### src/rtl/rdcfg_pkg.sv
package rdcfg_pkg;

   localparam int CFG_W       = 16;
   localparam int MODE_BIT    = 15;
   localparam int LAT_HI      = 14;
   localparam int LAT_LO      = 11;
   localparam int LEN_HI      = 2;
   localparam int LEN_LO      = 0;
   localparam int LAT_MIN     = 2;
   localparam int LAT_MAX     = 7;
   localparam int LAT_W       = $clog2(LAT_MAX + 1);
   localparam int LEN_MAX     = 16;
   localparam int BLEN_W      = $clog2(LEN_MAX) + 1;
   localparam int ID_CFG_OFS  = 5;
   localparam logic [CFG_W-1:0] CFG_RESET = 16'hB807;

   typedef enum logic [1:0] {
      ST_IDLE,
      ST_WAIT,
      ST_DATA
   } seq_st_t;

   typedef enum logic [1:0] {
      SRC_ARRAY,
      SRC_CFG,
      SRC_ZERO
   } rd_src_t;

   typedef struct packed {
      logic              page_mode;
      logic [LAT_W-1:0]  lat;
      logic              cont;
      logic [BLEN_W-1:0] blen;
   } rd_cfg_t;

   function automatic logic [LAT_W-1:0] lat_of(input logic [LAT_HI-LAT_LO:0] code);
      if (code >= 4'(LAT_MIN) && code <= 4'(LAT_MAX))
         return code[LAT_W-1:0];
      return LAT_W'(LAT_MAX);
   endfunction

endpackage

### src/rtl/rdcfg_store.sv
module rdcfg_store
   import rdcfg_pkg::*;
#(
   parameter int                 W     = CFG_W,
   parameter logic [CFG_W-1:0]   RSTV  = CFG_RESET
)(
   input  logic         clk,
   input  logic         rst_n,
   input  logic         wr,
   input  logic [W-1:0] wdata,
   output logic [W-1:0] q
);

   always_ff @(posedge clk or negedge rst_n) begin
      if (!rst_n)
         q <= W'(RSTV);
      else if (wr)
         q <= wdata;
   end

   p_load_r1: assert property (@(posedge clk) disable iff (!rst_n)
      wr |=> q == $past(wdata));

   p_hold_r1: assert property (@(posedge clk) disable iff (!rst_n)
      !wr |=> $stable(q));

endmodule

### src/rtl/rdcfg_decode.sv
module rdcfg_decode
   import rdcfg_pkg::*;
#(
   parameter int W = CFG_W
)(
   input  logic [W-1:0] cfg,
   output rd_cfg_t      dec
);

   logic [LEN_HI-LEN_LO:0] len_code;

   assign len_code      = cfg[LEN_HI:LEN_LO];
   assign dec.page_mode = cfg[MODE_BIT];
   assign dec.lat       = lat_of(cfg[LAT_HI:LAT_LO]);

   always_comb begin
      dec.cont = 1'b0;
      dec.blen = '0;
      case (len_code)
         3'b001:  dec.blen = BLEN_W'(4);
         3'b010:  dec.blen = BLEN_W'(8);
         3'b011:  dec.blen = BLEN_W'(16);
         default: dec.cont = 1'b1;
      endcase
   end

   always_comb begin
      p_lat_range_r5: assert (dec.lat >= LAT_W'(LAT_MIN) && dec.lat <= LAT_W'(LAT_MAX));
   end

endmodule

### src/rtl/rdcfg_addr_gen.sv
module rdcfg_addr_gen #(
   parameter int AW = 24
)(
   input  logic [AW-1:0] base,
   input  logic [AW-1:0] beat,
   input  logic [AW-1:0] wrap_mask,
   output logic [AW-1:0] addr
);

   logic [AW-1:0] sum;

   assign sum = base + beat;

   for (genvar i = 0; i < AW; i++) begin : g_bit
      assign addr[i] = wrap_mask[i] ? sum[i] : base[i];
   end

endmodule

### src/rtl/rdcfg_seq.sv
module rdcfg_seq
   import rdcfg_pkg::*;
#(
   parameter int AW         = 24,
   parameter int PAGE_WORDS = 4
)(
   input  logic              clk,
   input  logic              rst_n,
   input  logic              capture,
   input  logic [AW-1:0]     addr,
   input  logic              id_sel,
   input  rd_cfg_t           dec,
   input  logic [CFG_W-1:0]  cfg_q,
   output logic              data_on,
   output logic [AW-1:0]     base,
   output logic [AW-1:0]     beat,
   output logic [AW-1:0]     wrap_mask,
   output rd_src_t           src,
   output logic [CFG_W-1:0]  snap,
   output logic              page_q,
   output logic              cont_q
);

   localparam logic [BLEN_W-1:0] PAGE_LEN = BLEN_W'(PAGE_WORDS);
   localparam logic [AW-1:0]     ID_OFS   = AW'(ID_CFG_OFS);

   seq_st_t            st;
   logic [LAT_W-1:0]   wcnt;
   logic [LAT_W-1:0]   lat_q;
   logic [BLEN_W-1:0]  words_q;
   logic [AW-1:0]      last_beat;

   assign last_beat = AW'(words_q - 1'b1);
   assign wrap_mask = cont_q ? '1 : last_beat;
   assign data_on   = (st == ST_DATA);

   always_ff @(posedge clk or negedge rst_n) begin
      if (!rst_n) begin
         st      <= ST_IDLE;
         wcnt    <= '0;
         lat_q   <= LAT_W'(LAT_MAX);
         words_q <= '0;
         base    <= '0;
         beat    <= '0;
         src     <= SRC_ZERO;
         snap    <= '0;
         page_q  <= 1'b1;
         cont_q  <= 1'b0;
      end else if (capture) begin
         base   <= addr;
         beat   <= '0;
         snap   <= cfg_q;
         lat_q  <= dec.lat;
         page_q <= dec.page_mode;
         if (!id_sel)
            src <= SRC_ARRAY;
         else if (addr == ID_OFS)
            src <= SRC_CFG;
         else
            src <= SRC_ZERO;
         if (dec.page_mode) begin
            st      <= ST_DATA;
            cont_q  <= 1'b0;
            words_q <= id_sel ? BLEN_W'(1) : PAGE_LEN;
         end else begin
            st      <= ST_WAIT;
            wcnt    <= dec.lat;
            cont_q  <= dec.cont;
            words_q <= dec.blen;
         end
      end else begin
         case (st)
            ST_WAIT: begin
               if (wcnt == LAT_W'(1))
                  st <= ST_DATA;
               else
                  wcnt <= wcnt - 1'b1;
            end
            ST_DATA: begin
               beat <= beat + 1'b1;
               if (!cont_q && beat == last_beat)
                  st <= ST_IDLE;
            end
            default: ;
         endcase
      end
   end

   // Cycles since the last capture, kept apart from the latency counter.
   logic [3:0] since_cap;
   always_ff @(posedge clk or negedge rst_n) begin
      if (!rst_n)
         since_cap <= '0;
      else if (capture)
         since_cap <= '0;
      else if (since_cap != 4'hF)
         since_cap <= since_cap + 1'b1;
   end

   p_first_word_lat_r4: assert property (@(posedge clk) disable iff (!rst_n)
      ($rose(data_on) && !page_q) |-> since_cap == 4'(lat_q));

   p_burst_in_len_r6: assert property (@(posedge clk) disable iff (!rst_n)
      (data_on && !cont_q) |-> beat < AW'(words_q));

   p_page_no_wait_r10: assert property (@(posedge clk) disable iff (!rst_n)
      (capture && dec.page_mode) |=> data_on);

endmodule

### src/rtl/burst_rdcfg_ctrl.sv
module burst_rdcfg_ctrl
   import rdcfg_pkg::*;
#(
   parameter int AW         = 24,
   parameter int DW         = 16,
   parameter int PAGE_WORDS = 4
)(
   input  logic          clk,
   input  logic          rst_n,
   input  logic          adv_n,
   input  logic [AW-1:0] addr,
   input  logic          id_sel,
   input  logic          cfg_wr,
   input  logic [15:0]   cfg_value,
   output logic [AW-1:0] array_addr,
   input  logic [DW-1:0] array_data,
   output logic [DW-1:0] dq,
   output logic          dq_valid
);

   if (DW < CFG_W) begin : g_chk_dw
      $error("burst_rdcfg_ctrl: DW must hold the configuration word");
   end
   if (AW < 8) begin : g_chk_aw
      $error("burst_rdcfg_ctrl: AW must be at least 8");
   end
   if (PAGE_WORDS < 2 || PAGE_WORDS > LEN_MAX ||
       (PAGE_WORDS & (PAGE_WORDS - 1)) != 0) begin : g_chk_page
      $error("burst_rdcfg_ctrl: PAGE_WORDS must be a power of two from 2 to 16");
   end

   logic [CFG_W-1:0] cfg_q;
   rd_cfg_t          dec;
   logic             data_on;
   logic [AW-1:0]    base;
   logic [AW-1:0]    beat;
   logic [AW-1:0]    wrap_mask;
   rd_src_t          src;
   logic [CFG_W-1:0] snap;
   logic             page_q;
   logic             cont_q;
   logic [DW-1:0]    cfg_word;

   rdcfg_store #(.W(CFG_W), .RSTV(CFG_RESET)) i_store (
      .clk   (clk),
      .rst_n (rst_n),
      .wr    (cfg_wr),
      .wdata (cfg_value),
      .q     (cfg_q)
   );

   rdcfg_decode #(.W(CFG_W)) i_decode (
      .cfg (cfg_q),
      .dec (dec)
   );

   rdcfg_seq #(.AW(AW), .PAGE_WORDS(PAGE_WORDS)) i_seq (
      .clk       (clk),
      .rst_n     (rst_n),
      .capture   (!adv_n),
      .addr      (addr),
      .id_sel    (id_sel),
      .dec       (dec),
      .cfg_q     (cfg_q),
      .data_on   (data_on),
      .base      (base),
      .beat      (beat),
      .wrap_mask (wrap_mask),
      .src       (src),
      .snap      (snap),
      .page_q    (page_q),
      .cont_q    (cont_q)
   );

   rdcfg_addr_gen #(.AW(AW)) i_addr_gen (
      .base      (base),
      .beat      (beat),
      .wrap_mask (wrap_mask),
      .addr      (array_addr)
   );

   if (DW == CFG_W) begin : g_cfg_exact
      assign cfg_word = snap;
   end else begin : g_cfg_pad
      assign cfg_word = {{(DW - CFG_W){1'b0}}, snap};
   end

   assign dq_valid = data_on;

   always_comb begin
      dq = '0;
      if (data_on) begin
         case (src)
            SRC_ARRAY: dq = array_data;
            SRC_CFG:   dq = cfg_word;
            default:   dq = '0;
         endcase
      end
   end

   p_wrap_block_r8: assert property (@(posedge clk) disable iff (!rst_n)
      (dq_valid && src == SRC_ARRAY) |-> ((array_addr ^ base) & ~wrap_mask) == '0);

   p_cfg_repeat_r9: assert property (@(posedge clk) disable iff (!rst_n)
      (dq_valid && $past(dq_valid) && $past(adv_n) && src == SRC_CFG) |-> $stable(dq));

   p_page_id_single_r11: assert property (@(posedge clk) disable iff (!rst_n)
      (dq_valid && page_q && src != SRC_ARRAY) |=> (!dq_valid || !$past(adv_n)));

   p_zero_id_r12: assert property (@(posedge clk) disable iff (!rst_n)
      (dq_valid && src == SRC_ZERO) |-> dq == '0);

endmodule

### config.mk
export PLATFORM = sky130hd
export DESIGN_NAME = burst_rdcfg_ctrl
export DESIGN_NICKNAME = d
export VERILOG_FILES = /design/src/rtl/rdcfg_pkg.sv /design/src/rtl/rdcfg_store.sv /design/src/rtl/rdcfg_decode.sv /design/src/rtl/rdcfg_addr_gen.sv /design/src/rtl/rdcfg_seq.sv /design/src/rtl/burst_rdcfg_ctrl.sv
export SDC_FILE = /design/constraint.sdc
export NUM_CORES = 1
export LEC_CHECK = 0
export BUFFER_PORTS_ARGS = -buffer_cell sky130_fd_sc_hd__buf_2
export CAP_MARGIN = 0
export CORE_MARGIN = 4
export CORE_UTILIZATION = 51
export CTS_CLUSTER_SIZE = 12
export DETAILED_ROUTE_END_ITERATION = 10
export GPL_ROUTABILITY_DRIVEN = 0
export HOLD_SLACK_MARGIN = 0.05
export PLACE_DENSITY = 0.77
export REMOVE_ABC_BUFFERS = 1
export SYNTH_ARGS = -nofsm -noshare
export SYNTH_HDL_FRONTEND = slang
export SYNTH_SLANG_ARGS = --single-unit
### constraint.sdc
create_clock -name clk -period 2.5 [get_ports clk]
set_input_delay 0 -clock clk [delete_from_list [all_inputs] [get_ports clk]]
set_output_delay 0 -clock clk [all_outputs]
set_load 0.03 [all_outputs]
==> metrics.txt <==
detailed placer's ending HPWL=11.0 mm; relative slew slack=48.5%; Crit Path Max Fanout=6; EDFF count, synth=0; Post-Synthesis Cells=599; Min-Delay Path Class=input pin to flip-flop; register area share after synthesis=39.7%; area grow syn2layout=36.0%; failing checks=negative setup slack; Yosys Warn Count=0; worst-case reg-to-reg path depth=8; Max Freq=328 MHz; Worst IR Drop VDD=0.576 mV; I/O Pins=102; Antenna diodes=0; initial antenna violation count=0; Non-Filler Instances=928; Port Buf Inserts=101; Worst setup SP type=flip-flop; worst setup margin=-0.550 ns; switching pwr=1500 uW; Max Transition Viols Final=0; final hold viol count=0; Async SR Flop Fraction=100%; die area=13200 sq um; via count=5477; Flop pwr share=39.9%; CTS root buffer=clkbuf_16; Final setup viols=16; clk sink count=92; reg-to-reg slack, setup=0.27 ns; Internal Dissipation=2890 uW; vias in the first global route=5612; final WL=17.2 mm; Leakage=0.00354 uW; proportion of layout cells with a drive suffix above 1=37.1%; Primary FF master, synth=dfrtp_1; Hold Path End=i_store.q[15]; worst endpoint required time=2.50 ns; R2R Path End=i_seq.beat[20]; gr usage total=25.6%; DR iter-0 viols=388; max_cap viols=0; DRT Pass-1 Iters=6; area of the core=11000 sq um; placed cells=853; DRC viols=0; Fin Setup TNS=-4.87 ns; final clock skew=0.00617 ns; clk slew on worst S/H paths=0.07 ns; H-tree levels=3; Clk pwr share=30.7%; Setup CP Type=flip-flop to output pin; status=finished with violations; Die X=115 um; fin crit period=3.05 ns; final net count=872; Slew @ Worst Pin=0.770 ns; WL per Instance=18.5 um; CTS Buf Count=9; CP Data Arrival Time=3.05 ns; mean post-synth cell area=9.71 sq um; num rows=38; CTS Buffer Depth=2; Placement Setup Slack=-0.279 ns; post-synth cell types=65; die height=115 um; first-pass GRT wire length=27.0 mm; final period utilization=122%; HP Start=cfg_wr; grt ovf=0; switch share=34.2%; #FFs+latches synth=92; Skew-Pair Late Insertion Delay=0.36 ns; combinational cell fraction of total power=29.4%; post-route ant nets=0; RSZ-0062 raised after global routing=yes; r2r startpoint=i_seq.beat[1]; Via density=5.90; Cell Pwr Density=555 nW/um^2; Min-Delay Path Depth=3; largest net degree at the start of global routing=50; CTS tree=yes; cell area after synthesis=5820 sq um; Initial Utilization=53.0%; Crit. End Element=output pin
-- layout make-up --
cell class / count / area (sq um)
tap: 140 / 175
fill: 733 / 3070
inverter: 16 / 60.1
multi-input combinational: 463 / 3640
sequential: 92 / 2310
timing repair buffer: 201 / 1440
clock inverter: 6 / 55.1
clock buffer: 10 / 229
-- per-stage QoR --
step | power (uW) | util [%] | area, sq um | hold WS [ns]
3_5_place_dp | 2860 | 60.8 | 6680 | 0.0721
3_3_place_gp | 2820 | 60.8 | 6680 | 0.0538
2_1_floorplan | 2440 | - | 5690 | -0.296
4_1_cts | 4360 | 70.4 | 7730 | 0.0594
5_1_grt | 4590 | 72.1 | 7910 | 0.0969
6_report | 4390 | 72.1 | 7910 | 0.0729
-- cell usage after synthesis (3+ instances only) --
library cell,n,area [sq um]
mux2_2,56,631
mux2i_1,18,180
buf_6,3,33.8
xor2_1,16,140
o21ai_0,35,175
o22ai_1,4,25.0
nor2_1,43,161
a21boi_0,4,30.0
a211oi_1,3,22.5
xnor2_1,21,184
inv_1,16,60.1
o21a_1,4,30.0
a21boi_1,4,30.0
and3_1,3,18.8
a21oi_1,31,155
ha_1,27,338
nor4_1,9,56.3
nor2b_1,8,50.1
or3_2,4,30.0
a21o_1,10,75.1
nor3_1,8,40.0
nand3_1,13,65.1
and2_1,15,93.8
or2_1,3,18.8
dfstp_2,8,210
a31oi_1,6,37.5
nor4b_1,3,26.3
o31ai_1,4,30.0
o211ai_1,6,45.0
dfrtp_1,84,2100
nand2_1,54,203
nand4_1,9,56.3
clkbuf_1,22,82.6
or3_1,6,37.5
-- placed cells by master, fill, tap and decap left out, types with 5 or more instances in the layout --
cell / Yosys / routed
xor2_1: 16 / 16
a21o_1: 10 / 10
or3_1: 6 / 6
mux2_2: 56 / 56
o21ai_1: 1 / 9
nor4_1: 9 / 9
buf_6: 3 / 8
and2_1: 15 / 13
inv_1: 16 / 16
mux2i_1: 18 / 18
nor2b_1: 8 / 8
nand3_1: 13 / 12
o21ai_0: 35 / 26
o211ai_1: 6 / 6
buf_4: 0 / 68
nand4_1: 9 / 9
dlygate4sd3_1: 0 / 43
nand2_1: 54 / 52
nor2_1: 43 / 40
nor3_1: 8 / 7
a21oi_1: 31 / 25
buf_2: 1 / 82
xnor2_1: 21 / 21
dfstp_2: 8 / 8
ha_1: 27 / 18
ha_4: 0 / 6
a21oi_2: 0 / 5
dfrtp_1: 84 / 84
clkbuf_16: 0 / 9
-- timing repair --
item                                   4_1_cts  5_1_grt
setup buffers                               11        7
pin swaps                                   32       28
hold buffers                                43        0
gates resized for setup                     58       31
setup endpoints to repair                   17       21
endpoints found under the hold margin       85        0
-- worst max-delay path by stage --
stage          slack [ns]  cells past startpoint        endpoint          start
2_1_floorplan       -0.50                      9  array_addr[22]  i_seq.beat[0]
5_1_grt             -0.65                     12  array_addr[18]  i_seq.base[0]
3_3_place_gp        -0.20                     11  array_addr[22]  i_seq.base[0]
6_report            -0.55                     10  array_addr[22]  i_seq.beat[9]
4_1_cts             -0.50                     12  array_addr[18]  i_seq.beat[0]
3_5_place_dp        -0.28                     11  array_addr[22]  i_seq.base[0]
-- kinds of logic (layout without fill, tap and decap cells) --
| group | Yosys count | after routing | share of synthesized area (%) |
|---|---|---|---|
| adder cells (fa/ha/maj) | 28 | 28 | 6.15 |
| AO/OA/AOI/OAI | 133 | 133 | 14.6 |
| AND/OR/NAND/NOR | 191 | 191 | 16.7 |
| buffers and inverters | 44 | 233 | 3.25 |
| XOR/XNOR | 37 | 37 | 5.57 |
| multiplexers | 74 | 74 | 13.9 |
| flip-flops | 92 | 92 | 39.7 |
-- routing by layer --
| layer | wire length (um) | up-vias | global-route usage, % | part of all wire (%) |
|---|---|---|---|---|
| li1 | - | 2529 | - | - |
| met1 | 6800 | 2649 | 31.3 | 40 |
| met2 | 8660 | 237 | 44.2 | 50 |
| met3 | 1210 | 62 | 5.53 | 7.1 |
| met4 | 511 | 0 | 9.94 | 3.0 |
| met5 | 0 | - | 0 | 0 |
-- power groups by stage --
stage / Combinational, uW / Sequential, uW / Clock [uW]
after global placement: 1060 / 1760 / 0
after detailed placement: 1090 / 1770 / 0
after floorplan: 711 / 1730 / 0
after global routing: 1380 / 1770 / 1440
final: 1290 / 1750 / 1350
after CTS: 1230 / 1750 / 1380
-- registers in the layout, indices dropped and copies added (netlist names) --
register,flops
i_seq.cont_q,1
i_seq.beat,24
i_store.q,16
i_seq.st,2
i_seq.words_q,4
i_seq.base,24
i_seq.src,2
i_seq.wcnt,3
i_seq.snap,16
-- critical path, cell delays in order (launching register included) --
cell and delay [ns]:
dfrtp_1 0.41, ha_2 0.45, a21o_1 0.21, a21oi_1 0.14, o21a_1 0.24, o211ai_1 0.15, a311oi_2 0.15, buf_4 0.17
o211a_1 0.23, a311oi_1 0.31, buf_4 0.22
Power figures use the tool's default switching activity.
